[src/rtl/pds_pkg.sv]
package pds_pkg;

    localparam int REG_AW     = 8;
    localparam int REG_DW     = 32;
    localparam int CMD_UP_LSB = 16;

    localparam logic [REG_AW-1:0] OFS_CMD  = 8'h00;
    localparam logic [REG_AW-1:0] OFS_CLK  = 8'h04;
    localparam logic [REG_AW-1:0] OFS_RST  = 8'h08;
    localparam logic [REG_AW-1:0] OFS_ISO  = 8'h0C;
    localparam logic [REG_AW-1:0] OFS_PDN  = 8'h10;
    localparam logic [REG_AW-1:0] OFS_ACK  = 8'h14;
    localparam logic [REG_AW-1:0] OFS_BUSY = 8'h18;
    localparam logic [REG_AW-1:0] OFS_ERR  = 8'h1C;

    typedef enum logic [3:0] {
        ST_IDLE,
        ST_DN_ISO,
        ST_DN_RST,
        ST_DN_PDN,
        ST_DN_ACK,
        ST_UP_ACK,
        ST_UP_ISO,
        ST_UP_CLK,
        ST_UP_END
    } seq_state_e;

    typedef struct packed {
        logic clk_en;
        logic rst_rel;
        logic iso;
        logic pdn;
    } dom_ctl_t;

    localparam dom_ctl_t CTL_POWERED = '{clk_en: 1'b1, rst_rel: 1'b1, iso: 1'b0, pdn: 1'b0};

    function automatic int max3(input int a, input int b, input int c);
        int m;
        m = (a > b) ? a : b;
        return (m > c) ? m : c;
    endfunction

endpackage

[src/rtl/pds_sync.sv]
module pds_sync #(
    parameter int WIDTH = 7
) (
    input  logic             clk,
    input  logic             rst,
    input  logic [WIDTH-1:0] d_async,
    output logic [WIDTH-1:0] q
);
    for (genvar g = 0; g < WIDTH; g++) begin : g_bit
        logic meta_q, stab_q;
        always_ff @(posedge clk) begin
            if (rst) begin
                meta_q <= 1'b0;
                stab_q <= 1'b0;
            end else begin
                meta_q <= d_async[g];
                stab_q <= meta_q;
            end
        end
        assign q[g] = stab_q;
    end
endmodule

[src/rtl/pds_regs.sv]
module pds_regs
    import pds_pkg::*;
#(
    parameter int NUM_DOM = 7
) (
    input  logic                bus_wr,
    input  logic [REG_AW-1:0]   bus_waddr,
    input  logic [REG_DW-1:0]   bus_wdata,
    input  logic [REG_AW-1:0]   bus_raddr,
    output logic [REG_DW-1:0]   bus_rdata,
    input  logic [NUM_DOM-1:0]  clk_v,
    input  logic [NUM_DOM-1:0]  rst_v,
    input  logic [NUM_DOM-1:0]  iso_v,
    input  logic [NUM_DOM-1:0]  pdn_v,
    input  logic [NUM_DOM-1:0]  ack_v,
    input  logic [NUM_DOM-1:0]  busy_v,
    input  logic [NUM_DOM-1:0]  err_v,
    output logic [NUM_DOM-1:0]  dn_req,
    output logic [NUM_DOM-1:0]  up_req,
    output logic [NUM_DOM-1:0]  err_clr
);
    logic cmd_hit, err_hit;
    logic [NUM_DOM-1:0] dn_bits, up_bits;

    assign cmd_hit = bus_wr && (bus_waddr == OFS_CMD);
    assign err_hit = bus_wr && (bus_waddr == OFS_ERR);
    assign dn_bits = bus_wdata[NUM_DOM-1:0];
    assign up_bits = bus_wdata[CMD_UP_LSB +: NUM_DOM];

    // a power-down bit masks the power-up bit of the same domain
    assign dn_req  = cmd_hit ? dn_bits : '0;
    assign up_req  = cmd_hit ? (up_bits & ~dn_bits) : '0;
    assign err_clr = err_hit ? bus_wdata[NUM_DOM-1:0] : '0;

    always_comb begin
        bus_rdata = '0;
        case (bus_raddr)
            OFS_CLK:  bus_rdata[NUM_DOM-1:0] = clk_v;
            OFS_RST:  bus_rdata[NUM_DOM-1:0] = rst_v;
            OFS_ISO:  bus_rdata[NUM_DOM-1:0] = iso_v;
            OFS_PDN:  bus_rdata[NUM_DOM-1:0] = pdn_v;
            OFS_ACK:  bus_rdata[NUM_DOM-1:0] = ack_v;
            OFS_BUSY: bus_rdata[NUM_DOM-1:0] = busy_v;
            OFS_ERR:  bus_rdata[NUM_DOM-1:0] = err_v;
            default:  bus_rdata = '0;
        endcase
    end

    logic unused_wdata;
    assign unused_wdata = ^bus_wdata;
endmodule

[src/rtl/pds_domain_fsm.sv]
module pds_domain_fsm
    import pds_pkg::*;
#(
    parameter int SETTLE_CYC = 500,
    parameter int DN_POLL    = 1000,
    parameter int UP_POLL    = 10000,
    parameter int CNT_W      = 14
) (
    input  logic     clk,
    input  logic     rst,
    input  logic     dn_req,
    input  logic     up_req,
    input  logic     err_clr,
    input  logic     ack_s,
    output dom_ctl_t ctl,
    output logic     busy,
    output logic     err
);
    seq_state_e       state_q;
    logic [CNT_W-1:0] cnt_q;
    logic             settle_done, dn_expired, up_expired;

    assign settle_done = (cnt_q == CNT_W'(SETTLE_CYC - 1));
    assign dn_expired  = (cnt_q == CNT_W'(DN_POLL - 1));
    assign up_expired  = (cnt_q == CNT_W'(UP_POLL - 1));
    assign busy        = (state_q != ST_IDLE);

    always_ff @(posedge clk) begin
        if (rst) begin
            state_q <= ST_IDLE;
            cnt_q   <= '0;
            ctl     <= CTL_POWERED;
            err     <= 1'b0;
        end else begin
            if (err_clr) err <= 1'b0;
            case (state_q)
                ST_IDLE: begin
                    cnt_q <= '0;
                    if (dn_req) begin
                        ctl.clk_en <= 1'b0;
                        state_q    <= ST_DN_ISO;
                    end else if (up_req) begin
                        ctl.pdn <= 1'b0;
                        state_q <= ST_UP_ACK;
                    end
                end
                ST_DN_ISO: begin
                    if (settle_done) begin
                        ctl.iso <= 1'b1;
                        cnt_q   <= '0;
                        state_q <= ST_DN_RST;
                    end else cnt_q <= cnt_q + 1'b1;
                end
                ST_DN_RST: begin
                    if (settle_done) begin
                        ctl.rst_rel <= 1'b0;
                        cnt_q       <= '0;
                        state_q     <= ST_DN_PDN;
                    end else cnt_q <= cnt_q + 1'b1;
                end
                ST_DN_PDN: begin
                    if (settle_done) begin
                        ctl.pdn <= 1'b1;
                        cnt_q   <= '0;
                        state_q <= ST_DN_ACK;
                    end else cnt_q <= cnt_q + 1'b1;
                end
                ST_DN_ACK: begin
                    if (ack_s) begin
                        state_q <= ST_IDLE;
                    end else if (dn_expired) begin
                        err     <= 1'b1;
                        state_q <= ST_IDLE;
                    end else cnt_q <= cnt_q + 1'b1;
                end
                ST_UP_ACK: begin
                    if (!ack_s) begin
                        ctl.rst_rel <= 1'b1;
                        cnt_q       <= '0;
                        state_q     <= ST_UP_ISO;
                    end else if (up_expired) begin
                        err     <= 1'b1;
                        state_q <= ST_IDLE;
                    end else cnt_q <= cnt_q + 1'b1;
                end
                ST_UP_ISO: begin
                    if (settle_done) begin
                        ctl.iso <= 1'b0;
                        cnt_q   <= '0;
                        state_q <= ST_UP_CLK;
                    end else cnt_q <= cnt_q + 1'b1;
                end
                ST_UP_CLK: begin
                    if (settle_done) begin
                        ctl.clk_en <= 1'b1;
                        cnt_q      <= '0;
                        state_q    <= ST_UP_END;
                    end else cnt_q <= cnt_q + 1'b1;
                end
                ST_UP_END: begin
                    if (settle_done) state_q <= ST_IDLE;
                    else cnt_q <= cnt_q + 1'b1;
                end
                default: state_q <= ST_IDLE;
            endcase
        end
    end

    a_r1_reset_powered: assert property (@(posedge clk)
        rst |=> (ctl == CTL_POWERED) && !err && !busy);

    a_r2_iso_needs_gated_clk: assert property (@(posedge clk) disable iff (rst)
        $rose(ctl.iso) |-> !ctl.clk_en);

    a_r2_reset_needs_iso: assert property (@(posedge clk) disable iff (rst)
        $fell(ctl.rst_rel) |-> ctl.iso && !ctl.clk_en);

    a_r2_switch_needs_all: assert property (@(posedge clk) disable iff (rst)
        $rose(ctl.pdn) |-> !ctl.rst_rel && ctl.iso && !ctl.clk_en);

    a_r4_release_after_ack: assert property (@(posedge clk) disable iff (rst)
        $rose(ctl.rst_rel) |-> !ctl.pdn && !$past(ack_s));

    a_r4_clock_last: assert property (@(posedge clk) disable iff (rst)
        $rose(ctl.clk_en) |-> ctl.rst_rel && !ctl.iso && !ctl.pdn);

    a_r5_error_from_wait: assert property (@(posedge clk) disable iff (rst)
        $rose(err) |-> ($past(state_q) == ST_DN_ACK) || ($past(state_q) == ST_UP_ACK));

    a_r6_busy_no_restart: assert property (@(posedge clk) disable iff (rst)
        (state_q == ST_DN_ISO && !settle_done) |=> state_q == ST_DN_ISO);
endmodule

[src/rtl/pwr_seq_ctrl.sv]
module pwr_seq_ctrl
    import pds_pkg::*;
#(
    parameter int NUM_DOM    = 7,
    parameter int SETTLE_CYC = 500,
    parameter int DN_POLL    = 1000,
    parameter int UP_POLL    = 10000
) (
    input  logic                clk,
    input  logic                rst,
    input  logic                bus_wr,
    input  logic [7:0]          bus_waddr,
    input  logic [31:0]         bus_wdata,
    input  logic [7:0]          bus_raddr,
    output logic [31:0]         bus_rdata,
    input  logic [NUM_DOM-1:0]  pwr_ack,
    output logic [NUM_DOM-1:0]  dom_clk_en,
    output logic [NUM_DOM-1:0]  dom_rst_rel,
    output logic [NUM_DOM-1:0]  dom_iso,
    output logic [NUM_DOM-1:0]  dom_pwr_off
);
    localparam int CNT_W = $clog2(max3(SETTLE_CYC, DN_POLL, UP_POLL) + 1);

    logic [NUM_DOM-1:0] ack_s, dn_req, up_req, err_clr, busy_v, err_v;
    dom_ctl_t           ctl [NUM_DOM];

    pds_sync #(.WIDTH(NUM_DOM)) u_sync (
        .clk(clk), .rst(rst), .d_async(pwr_ack), .q(ack_s)
    );

    pds_regs #(.NUM_DOM(NUM_DOM)) u_regs (
        .bus_wr(bus_wr), .bus_waddr(bus_waddr), .bus_wdata(bus_wdata),
        .bus_raddr(bus_raddr), .bus_rdata(bus_rdata),
        .clk_v(dom_clk_en), .rst_v(dom_rst_rel), .iso_v(dom_iso),
        .pdn_v(dom_pwr_off), .ack_v(ack_s), .busy_v(busy_v), .err_v(err_v),
        .dn_req(dn_req), .up_req(up_req), .err_clr(err_clr)
    );

    for (genvar g = 0; g < NUM_DOM; g++) begin : g_dom
        pds_domain_fsm #(
            .SETTLE_CYC(SETTLE_CYC), .DN_POLL(DN_POLL),
            .UP_POLL(UP_POLL), .CNT_W(CNT_W)
        ) u_fsm (
            .clk(clk), .rst(rst),
            .dn_req(dn_req[g]), .up_req(up_req[g]), .err_clr(err_clr[g]),
            .ack_s(ack_s[g]), .ctl(ctl[g]), .busy(busy_v[g]), .err(err_v[g])
        );
        assign dom_clk_en[g]  = ctl[g].clk_en;
        assign dom_rst_rel[g] = ctl[g].rst_rel;
        assign dom_iso[g]     = ctl[g].iso;
        assign dom_pwr_off[g] = ctl[g].pdn;
    end
endmodule

[config.mk]
export PLATFORM = sky130hd
export DESIGN_NAME = pwr_seq_ctrl
export DESIGN_NICKNAME = d
export VERILOG_FILES = /design/src/rtl/pds_pkg.sv /design/src/rtl/pds_sync.sv /design/src/rtl/pds_regs.sv /design/src/rtl/pds_domain_fsm.sv /design/src/rtl/pwr_seq_ctrl.sv
export SDC_FILE = /design/constraint.sdc
export NUM_CORES = 1
export LEC_CHECK = 0
export BUFFER_PORTS_ARGS = -buffer_cell sky130_fd_sc_hd__clkbuf_2
export CAP_MARGIN = 20
export CORE_ASPECT_RATIO = 0.6
export CORE_MARGIN = 1.5
export CORE_UTILIZATION = 41
export CTS_CLUSTER_SIZE = 8
export DETAILED_ROUTE_END_ITERATION = 8
export SLEW_MARGIN = 20
export SYNTH_ARGS = -nofsm -noshare
export SYNTH_HDL_FRONTEND = slang
export SYNTH_SLANG_ARGS = --single-unit
[constraint.sdc]
create_clock -name clk -period 5.1 [get_ports clk]
set_input_delay 0.765 -clock clk [delete_from_list [all_inputs] [get_ports clk]]
set_output_delay 0.765 -clock clk [all_outputs]
set_load 0.05 [all_outputs]
==> metrics.txt <==
outcome finished clean; Worst EP arrival 3.15 ns; Critical Path Sink Type output pin; synthesis-to-finish area growth 10.5%; #FFs+latches synth 175; final core occ 46.8%; hold path depth 1; CP most frequent cell clkbuf_2; sequential-to-total area share from yosys stat 33.7%; worst skew pair latency 0.45 ns; reg2reg end g_dom[2].u_fsm.cnt_q[11]$_SDFFE_PP0P_; Layout Nets 1434; Routability Congestion 0.888; IO buf count 74; CP Class input pin to output pin; ranking of synthesized cells by area dfxtp_1, nor2_1, a21oi_1; setup TNS 0 ns; post-route minimum period 3.91 ns; Reg2Reg Launch Point g_dom[2].u_fsm.cnt_q[0]$_SDFFE_PP0P_; Starting DRT DRC Count 958; CORE AREA 0.0246 mm^2; Die Footprint 0.0264 mm^2; kind of start point of the critical path input pin; Via density 6.08; hold_sp u_sync.g_bit[4].meta_q$_SDFF_PP0_; DRC viols 0; CTS clock-pin slew for the worst setup and hold paths 0.07 ns; Synth Warn # 0; critical path required time 4.34 ns; Site Rows 44; Root Driver clkbuf_16; worst reg2reg setup slack 2.01 ns; leading area contributor after synthesis dfxtp_1; CTS H-tree depth 4; share of layout cells above drive strength 1 10.6%; worst hold path class register to register; RSZ-0062 raised after global routing false; CP max stage cell nor3_1; Filler Cell Count 2454; relative slew slack 24.8%; post-synthesis cell area 0.0104 mm^2; worst hold path endpoint u_sync.g_bit[4].stab_q$_SDFF_PP0_; crit-path max cell delay 0.86 ns; post-synthesis async set-or-reset flop share 0%; Synth Area in Compound Gates 23.8%; largest family of logic cells by synthesized area simple AND/OR/NAND/NOR gates; CTS tree done; Synth Area in XOR/XNOR 1.09%; antenna violations before repair 1; P_leak 3.98 nW; pwr dens 377 mW/mm^2; GR Util All Layers 23.4%; number of global-route vias before repair 9154; Setup Skew 0.00781 ns; total power 0.00433 W; CTS Hold Bufs 0; Post-synth top cells dfxtp_1, nor2_1, nand2_1, a21oi_1, o21ai_0; antenna viol nets, final 0; mux cell area share after synthesis 0.794%; area share of the leading cell type in the synthesized netlist 33.7%; Cell Chain, Critical Path clkbuf_2, or4_1, nor3_1, a222oi_1, nand3_1, clkbuf_2; fraction of the mapped netlist area in simple logic gates 33.9%; dominant synthesized flop cell dfxtp_1; Die X 209 um; Num CTS Buffers 17; Reg2Reg Depth 7; max-cap violation count 0; clk sinks 175; I/O Pins 118; Total Wirelength 30500 um; Final Cycle Share 76.7%; routed via count 10400; Synth cell types 77; adder and majority gate portion of the synthesized area 0.842%; crit-path max FO 7; CTS resizes 0; Final HPWL DP 21700 um; Clock Tree Buf Depth 2; count leader, synth dfxtp_1; mean post-synth cell area 7.70 um^2; pins over their slew limit 0; final setup vio count 0; Max Clk Rate 256 MHz; number of buffers added for setup after CTS 0; wire per inst 17.9 um; number of synthesized flops with an enable pin 0; Die Y 126 um; largest net degree at the start of global routing 71; Initial Utilization 42.4%; final hold violations 0; synthesized instance count 1350; DRT Pass-1 Iters 5; first-pass GRT wire length 49800 um; grt total ovfl 0; slew at the pin closest to its max-slew limit 1.13 ns; Worst VDD drop 0.000205 V
==> kinds of logic (layout without fill, tap and decap cells) <==
| group | after synthesis | after routing |
|---|---|---|
| AO/OA/AOI/OAI | 369 | 369 |
| XOR/XNOR | 13 | 13 |
| adder cells (fa/ha/maj) | 7 | 7 |
| buffers and inverters | 136 | 144 |
| flip-flops | 175 | 175 |
| multiplexers | 8 | 8 |
| other | 1 | 26 |
| AND/OR/NAND/NOR | 641 | 641 |
==> placed cells by master (no fill, tap or decap), types with 11 or more instances in the layout <==
master / instances
nor4_1: 28
o211ai_1: 15
a21oi_1: 80
a211oi_1: 13
xor2_1: 11
dfxtp_1: 175
nor3b_1: 14
nand3_1: 76
o21ai_0: 78
o21a_1: 11
nand4_1: 36
nor2_1: 111
a32o_1: 19
clkbuf_2: 73
a31oi_1: 40
a22oi_1: 15
clkbuf_16: 17
nand2b_1: 21
and3_1: 29
nor3_1: 52
or3_1: 23
conb_1: 25
nor2b_1: 45
inv_1: 31
nand2_1: 104
or4_1: 14
and2_1: 12
==> stage by stage <==
step                cells  instance area (um^2)  hold slack, ns  setup WS [ns]
finish               1705                 11500           0.440           1.19
global route         1705                 11500           0.463           1.11
CTS                  1704                 11500           0.441           1.21
detailed placement   1672                 10900           0.425           1.22
global placement     1672                 10900           0.418           1.25
floorplan            1374                 10500           0.414           1.79
==> sequential cells by signal, summed over array words and instances (netlist names) <==
name / flops
g_dom.u_fsm.ctl: 28
g_dom.u_fsm.err: 7
u_sync.g_bit.meta_q: 7
g_dom.u_fsm.cnt_q: 98
g_dom.u_fsm.state_q: 28
u_sync.g_bit.stab_q: 7
==> worst max path at each step <==
stage / from / to / slack [ns]
floorplan: bus_raddr[1] / bus_rdata[5] / 1.79
global placement: bus_raddr[1] / bus_rdata[3] / 1.25
detailed placement: bus_raddr[1] / bus_rdata[3] / 1.22
CTS: bus_raddr[1] / bus_rdata[3] / 1.21
global route: bus_raddr[1] / bus_rdata[1] / 1.11
finish: bus_raddr[1] / bus_rdata[3] / 1.19
==> layer usage <==
layer  GRT usage (%)  wire length (um)  vias up
li1                -                 -     5116
met1            35.9             15700     4864
met2            32.3             12100      350
met3            4.98              2130       31
met4            6.73               515        0
met5               0                 0        -
==> worst max-delay path: cells and delay by family <==
kind / cells / cell delay [ns]
and+or+nand+nor: 3 / 1.73
buffers and inverters: 2 / 0.40
AOI/OAI and AO/OA: 1 / 0.26
==> where the power goes <==
part	total (W)	internal (W)	switching [W]	leakage, nW
Combinational	0.00130	0.000459	0.000837	2.26
Sequential	0.00163	0.00144	0.000187	1.42
Clock	0.00141	0.000818	0.000594	0.307
==> final cells by class <==
cell class	count	area [um^2]	area share [%]
antenna	1	2.50	0.0218
timing repair buffer	81	438	3.81
sequential	175	3500	30.5
clock inverter	15	193	1.68
tap	322	403	3.51
inverter	31	116	1.01
multi-input combinational	1063	6400	55.8
clock buffer	17	425	3.70
Power figures use the tool's default switching activity.
